## src/rtl/disc_fit_pkg.sv

```systemverilog
package disc_fit_pkg;

  typedef enum logic [1:0] {
    WST_HOLD = 2'd0,
    WST_SKIP = 2'd1,
    WST_SUM  = 2'd2
  } win_st_e;

endpackage

```

## src/rtl/disc_sq_dist.sv

```systemverilog
module disc_sq_dist #(
  parameter int DATA_W = 16,
  localparam int SQ_W  = 2 * (DATA_W + 1)
) (
  input  logic [DATA_W-1:0] a_i,
  input  logic [DATA_W-1:0] b_i,
  output logic [SQ_W-1:0]   sq_o
);

  logic signed [DATA_W:0] a_x, b_x, diff;
  logic        [DATA_W:0] mag;

  always_comb begin
    a_x  = {a_i[DATA_W-1], a_i};
    b_x  = {b_i[DATA_W-1], b_i};
    diff = a_x - b_x;
    mag  = diff[DATA_W] ? $unsigned(-diff) : $unsigned(diff);
    sq_o = SQ_W'(mag) * SQ_W'(mag);
  end

endmodule

```

## src/rtl/disc_window_acc.sv

```systemverilog
module disc_window_acc
  import disc_fit_pkg::*;
#(
  parameter int DATA_W   = 16,
  parameter int ACC_W    = 24,
  parameter int WIN_LEN  = 100,
  parameter int SKIP_LEN = 2,
  localparam int SQ_W    = 2 * (DATA_W + 1)
) (
  input  logic             clk_i,
  input  logic             rst_ni,
  input  logic             clr_i,
  input  logic             vld_i,
  input  logic [SQ_W-1:0]  sq_i,
  output logic             done_o,
  output logic [ACC_W-1:0] score_o
);

  localparam int SUM_W   = ((ACC_W > SQ_W) ? ACC_W : SQ_W) + 1;
  localparam int WIN_CW  = $clog2(WIN_LEN + 1);
  localparam int SKIP_CW = (SKIP_LEN > 1) ? $clog2(SKIP_LEN + 1) : 1;
  localparam bit HAS_SKIP = (SKIP_LEN > 0);
  localparam logic [SKIP_CW-1:0] SKIP_LAST = HAS_SKIP ? SKIP_CW'(SKIP_LEN - 1) : '0;
  localparam logic [WIN_CW-1:0]  WIN_LAST  = WIN_CW'(WIN_LEN - 1);
  localparam logic [SUM_W-1:0]   ACC_MAX   = (SUM_W'(1) << ACC_W) - SUM_W'(1);

  win_st_e            st_q;
  logic [SKIP_CW-1:0] skip_cnt_q;
  logic [WIN_CW-1:0]  samp_cnt_q;
  logic [ACC_W-1:0]   acc_q, acc_nxt;
  logic [SUM_W-1:0]   sum;
  logic               done_q;

  // saturating add
  always_comb begin
    sum     = SUM_W'(acc_q) + SUM_W'(sq_i);
    acc_nxt = (sum > ACC_MAX) ? {ACC_W{1'b1}} : sum[ACC_W-1:0];
  end

  always_ff @(posedge clk_i or negedge rst_ni) begin
    if (!rst_ni) begin
      st_q       <= WST_HOLD;
      skip_cnt_q <= '0;
      samp_cnt_q <= '0;
      acc_q      <= '0;
      done_q     <= 1'b0;
    end else begin
      done_q <= 1'b0;
      if (clr_i) begin
        st_q       <= HAS_SKIP ? WST_SKIP : WST_SUM;
        skip_cnt_q <= '0;
        samp_cnt_q <= '0;
        acc_q      <= '0;
      end else if (vld_i) begin
        unique case (st_q)
          WST_SKIP: begin
            skip_cnt_q <= skip_cnt_q + 1'b1;
            if (skip_cnt_q == SKIP_LAST) st_q <= WST_SUM;
          end
          WST_SUM: begin
            acc_q      <= acc_nxt;
            samp_cnt_q <= samp_cnt_q + 1'b1;
            if (samp_cnt_q == WIN_LAST) begin
              st_q   <= WST_HOLD;
              done_q <= 1'b1;
            end
          end
          default: ;
        endcase
      end
    end
  end

  assign done_o  = done_q;
  assign score_o = acc_q;


  acc_no_wrap_chk: assert property (@(posedge clk_i) disable iff (!rst_ni)
    !clr_i |=> acc_q >= $past(acc_q));


  skip_no_sum_chk: assert property (@(posedge clk_i) disable iff (!rst_ni)
    (st_q == WST_SKIP) && !clr_i |=> acc_q == $past(acc_q));


  win_bound_chk: assert property (@(posedge clk_i) disable iff (!rst_ni)
    samp_cnt_q <= WIN_CW'(WIN_LEN));

endmodule

```

## src/rtl/disc_score_tbl.sv

```systemverilog
module disc_score_tbl #(
  parameter int ACC_W = 24,
  parameter int DEPTH = 50,
  parameter int IDX_W = 6
) (
  input  logic             clk_i,
  input  logic             rst_ni,
  input  logic             wr_en_i,
  input  logic [IDX_W-1:0] wr_idx_i,
  input  logic [ACC_W-1:0] wr_data_i,
  input  logic [IDX_W-1:0] rd_idx_i,
  output logic [ACC_W-1:0] rd_data_o
);

  localparam logic [IDX_W:0] DEPTH_V = (IDX_W + 1)'(DEPTH);

  logic [ACC_W-1:0] ent_q [DEPTH];
  logic [ACC_W-1:0] rd_q;

  for (genvar e = 0; e < DEPTH; e++) begin : g_ent
    always_ff @(posedge clk_i or negedge rst_ni) begin
      if (!rst_ni)                                       ent_q[e] <= '1;
      else if (wr_en_i && (wr_idx_i == IDX_W'(e)))       ent_q[e] <= wr_data_i;
    end
  end

  always_ff @(posedge clk_i or negedge rst_ni) begin
    if (!rst_ni)                          rd_q <= '1;
    else if ({1'b0, rd_idx_i} < DEPTH_V)  rd_q <= ent_q[rd_idx_i];
    else                                  rd_q <= '1;
  end

  assign rd_data_o = rd_q;

endmodule

```

## src/rtl/disc_fitness_eval.sv

```systemverilog
module disc_fitness_eval #(
  parameter int DATA_W   = 16,
  parameter int ACC_W    = 24,
  parameter int WIN_LEN  = 100,
  parameter int SKIP_LEN = 2,
  parameter int POP_SIZE = 50,
  localparam int IDX_W   = (POP_SIZE > 1) ? $clog2(POP_SIZE) : 1
) (
  input  logic              clk_i,
  input  logic              rst_ni,
  input  logic              smp_vld_i,
  input  logic [DATA_W-1:0] lane_a_i,
  input  logic [DATA_W-1:0] lane_b_i,
  output logic [IDX_W-1:0]  cand_idx_o,
  output logic              cfg_load_o,
  output logic              gen_done_o,
  output logic              sol_found_o,
  output logic [IDX_W-1:0]  sol_idx_o,
  input  logic [IDX_W-1:0]  rd_idx_i,
  output logic [ACC_W-1:0]  rd_score_o
);

  localparam int SQ_W = 2 * (DATA_W + 1);
  localparam logic [IDX_W-1:0] LAST_IDX = IDX_W'(POP_SIZE - 1);

  logic [SQ_W-1:0]  sq;
  logic             win_done;
  logic [ACC_W-1:0] win_score;

  logic             started_q, load_q, gen_q, found_q, halt_q;
  logic [IDX_W-1:0] cand_q, sol_idx_q;

  disc_sq_dist #(.DATA_W(DATA_W)) u_sq (
    .a_i  (lane_a_i),
    .b_i  (lane_b_i),
    .sq_o (sq)
  );

  disc_window_acc #(
    .DATA_W  (DATA_W),
    .ACC_W   (ACC_W),
    .WIN_LEN (WIN_LEN),
    .SKIP_LEN(SKIP_LEN)
  ) u_win (
    .clk_i  (clk_i),
    .rst_ni (rst_ni),
    .clr_i  (load_q),
    .vld_i  (smp_vld_i),
    .sq_i   (sq),
    .done_o (win_done),
    .score_o(win_score)
  );

  disc_score_tbl #(
    .ACC_W(ACC_W),
    .DEPTH(POP_SIZE),
    .IDX_W(IDX_W)
  ) u_tbl (
    .clk_i    (clk_i),
    .rst_ni   (rst_ni),
    .wr_en_i  (win_done),
    .wr_idx_i (cand_q),
    .wr_data_i(win_score),
    .rd_idx_i (rd_idx_i),
    .rd_data_o(rd_score_o)
  );

  always_ff @(posedge clk_i or negedge rst_ni) begin
    if (!rst_ni) begin
      started_q <= 1'b0;
      load_q    <= 1'b0;
      gen_q     <= 1'b0;
      found_q   <= 1'b0;
      halt_q    <= 1'b0;
      cand_q    <= '0;
      sol_idx_q <= '0;
    end else begin
      load_q  <= 1'b0;
      gen_q   <= 1'b0;
      found_q <= 1'b0;
      if (!started_q) begin
        started_q <= 1'b1;
        load_q    <= 1'b1;
      end else if (win_done && !halt_q) begin
        if (cand_q == LAST_IDX) gen_q <= 1'b1;
        if (win_score == '0) begin
          found_q   <= 1'b1;
          sol_idx_q <= cand_q;
          halt_q    <= 1'b1;
        end else begin
          load_q <= 1'b1;
          cand_q <= (cand_q == LAST_IDX) ? '0 : cand_q + 1'b1;
        end
      end
    end
  end

  assign cand_idx_o  = cand_q;
  assign cfg_load_o  = load_q;
  assign gen_done_o  = gen_q;
  assign sol_found_o = found_q;
  assign sol_idx_o   = sol_idx_q;


  load_follows_chk: assert property (@(posedge clk_i) disable iff (!rst_ni)
    win_done |=> (cfg_load_o || sol_found_o));


  gen_wrap_chk: assert property (@(posedge clk_i) disable iff (!rst_ni)
    (gen_done_o && cfg_load_o) |-> (cand_idx_o == '0));


  halt_quiet_chk: assert property (@(posedge clk_i) disable iff (!rst_ni)
    halt_q |-> !cfg_load_o);


  strobe_excl_chk: assert property (@(posedge clk_i) disable iff (!rst_ni)
    $onehot0({cfg_load_o, sol_found_o}));


  idx_range_chk: assert property (@(posedge clk_i) disable iff (!rst_ni)
    cand_idx_o <= LAST_IDX);

endmodule

```

## config.mk

```make
export PLATFORM = sky130hd
export DESIGN_NAME = disc_fitness_eval
export DESIGN_NICKNAME = d
export VERILOG_FILES = /design/src/rtl/disc_fit_pkg.sv /design/src/rtl/disc_sq_dist.sv /design/src/rtl/disc_window_acc.sv /design/src/rtl/disc_score_tbl.sv /design/src/rtl/disc_fitness_eval.sv
export SDC_FILE = /design/constraint.sdc
export NUM_CORES = 2
export LEC_CHECK = 0
export BUFFER_PORTS_ARGS = -buffer_cell sky130_fd_sc_hd__buf_2
export CAP_MARGIN = 25
export CORE_MARGIN = 5
export CORE_UTILIZATION = 34
export CTS_BUF_LIST = sky130_fd_sc_hd__clkbuf_4
export DETAILED_ROUTE_END_ITERATION = 10
export GPL_TIMING_DRIVEN = 0
export PLACE_DENSITY = 0.51
export SYNTH_ARGS = -nofsm -noshare
export SYNTH_HDL_FRONTEND = slang
export SYNTH_SLANG_ARGS = --single-unit
```

## constraint.sdc

```tcl
create_clock -name clk_i -period 14.4 [get_ports clk_i]
set_clock_uncertainty 0.05 [all_clocks]
set_input_delay 0 -clock clk_i [delete_from_list [all_inputs] [get_ports clk_i]]
set_output_delay 0 -clock clk_i [all_outputs]
set_load 0.02 [all_outputs]
```

==> results.ini <==
[synthesis]
synth_largest_area_cell=dfstp_2
avgSynthCellArea_sq_um=13.65
synth_edf_count=0
yosys-top-cells-area=dfstp_2 46%, mux2_2 18%, mux4_2 9.2%
netlist_area_sq_mm=0.06917
yosysWarnings=0
synth_seq_cells=1277
async_reset_ff_frac=1.000
synth_flop_cell=dfstp_2
netlist-cell-type-count=94
synth_top_area_frac=0.4650
synth_cells=5069
seq_area_frac_synth=0.4841

[cts]
cts_resized=0
cts_made_buffers=372
cts_buffer_depth=4
htreeDepth=5
cts_tree=done
clock_latency_ns=1.39
cts_hold_buf=14
cts_setup_buffers=0
clkTransAtPathRegs_ns=0.06
cts_sinks=1277
root_buffer=clkbuf_4

[global_routing]
grt_pass1_wl_mm=342.0
first_global_vias=47870
antenna_found_initial=17
top_usage_layer=met2
use_met2=0.3533
grt_start_max_net_pins=177
overflow=0
grt_use_total=0.2233
grt_use_met1=0.2986
grt.met3_usage=0.04406

[layout]
stdcell_area_sq_mm=0.07834
area_growth_pct=13.26
fin_nets=5989
layout_commonest_cell=dfstp_2
final_cell_mix=1224 x dfstp_2, 1125 x mux2_2, 531 x clkbuf_4
instances_no_fill=8502
drive_gt1_frac=0.5832

[detailed_routing]
dr.pass1.iters=6
drc=0
via_count=45210
antenna_left=0
wl_per_cell_um=27.90
initialDrtViolationCount=2854
vias_per_cell=5.317
totalWireLength_mm=237.2

[die]
initial_core_util=0.3419
die_x_um=461.0
design.core.area_sq_mm=0.2023
ioPinCount=80
rows=165
fp.dieArea_sq_mm=0.2126
die_y_um=461.0

[setup_path]
critical_path_class=in2reg
crit_top_cell=fa_1
end_kind=flop
max_stage_delay_ns=0.69
worstPathMaxFanout=10
reg2reg_setup_slack_ns=6.43
cp.required_ns=15.44
arrival_ns=11.52
slowest_stage=a2111oi_4
start_kind=input pin

[sta]
rsz0062_at_grt=no
slew_viol_final=0
fin_crit_sh=0.7281
period_minus_slack_ns=10.48
slew_headroom=0.2395
hold_viol_final=0
fmax_mhz=95.37
setup_viol=0
worstMarginPinSlew_ns=1.141

[placement]
dp_cells=7876
numPortBuffers=75
dp_hpwl_mm=176.6
place_congestion=0.9767
place_area_sq_mm=0.07387

[outcome]
status=complete, no violations

[flow_run]
drv_cap=0

[min_path]
hold_path_class=in2reg

-- logic make-up after synthesis --
group / Yosys count / share of synthesized area
multiplexers: 1537 / 0.2939
flip-flops: 1277 / 0.4841
buffers and inverters: 784 / 0.04354
AND/OR/NAND/NOR: 573 / 0.03724
AO/OA/AOI/OAI: 486 / 0.04602
adder cells (fa/ha/maj): 353 / 0.08730
XOR/XNOR: 57 / 0.007814
other: 2 / 0.0001086
-- critical path, delay by kind of cell --
kind | cells | cell delay (ns)
and+or+nand+nor | 4 | 0.77
xor gates and xnor gates | 1 | 0.65
AOI/OAI and AO/OA | 12 | 4.20
adders and majority gates | 9 | 3.86
buffers and inverters | 8 | 2.01
-- cell type report --
cell class | count | area (sq um)
diodes | 7 | 17.52
plain buffers | 397 | 1590
clock buffers | 531 | 3986
clock inverters | 71 | 269.0
fillers | 19480 | 124000
inverters | 387 | 1455
multi-input cells | 3019 | 32710
flip-flops and latches | 1277 | 33490
well taps | 2672 | 3343
repair buffers | 141 | 1479
-- routing by layer --
layer	part of all wire	up-vias
li1	-	19180
met1	0.44	24250
met2	0.46	1350
met3	0.054	418
met4	0.047	4
met5	0.000084	-
-- through the flow --
step / setup WS, ns / setup TNS (ns) / utilization / hold WS (ns)
after floorplan: 5.709 / 0 / - / -0.3456
after global placement: -14.66 / -7995.85 / 0.3605 / 0.3075
after detailed placement: 3.230 / 0 / 0.3651 / 0.01327
after CTS: 4.052 / 0 / 0.3869 / 0.01448
after global routing: 3.408 / 0 / 0.3872 / 0.04815
final: 3.915 / 0 / 0.3872 / 0.1037
-- worst paths after layout --
check | depth (start not counted) | end | startpoint
setup / recovery | 34 | u_win.score_o[10]$_DFFE_PN0P_ | lane_b_i[0]
max in group asynchronous | 7 | u_tbl.ent_q[854]$_DFFE_PN1P_ | rst_ni
setup reg to reg | 21 | u_win.score_o[10]$_DFFE_PN0P_ | u_win.score_o[16]$_DFFE_PN0P_
hold / removal | 7 | u_tbl.rd_data_o[4]$_DFF_PN1_ | rd_idx_i[2]
min in group asynchronous | 5 | cand_idx_o[3]$_DFFE_PN0P_ | rst_ni
hold reg to reg | 1 | cfg_load_o$_DFF_PN0_ | started_q$_DFF_PN0_
-- synth_stat cells (39+ instances only) --
library cell,n
a21oi_1,105
clkbuf_1,333
dfrtp_1,53
dfstp_2,1224
fa_1,216
ha_1,137
inv_1,381
mux2_2,1125
mux2i_1,129
mux4_2,282
nand2_1,264
nor2_1,157
o21ai_0,155
o22ai_1,39
-- flip-flops by register name, summed over array words and instances, names as in the netlist, 2 cells and up --
register / cells
u_win.st_q: 2
u_win.samp_cnt_q: 7
u_tbl.rd_data_o: 24
cand_idx_o: 6
u_win.score_o: 24
u_tbl.ent_q: 1200
sol_idx_o: 6
u_win.skip_cnt_q: 2
Power is not shown: default switching activity piles up to over one toggle a cycle in this logic, so the estimate is an artifact.
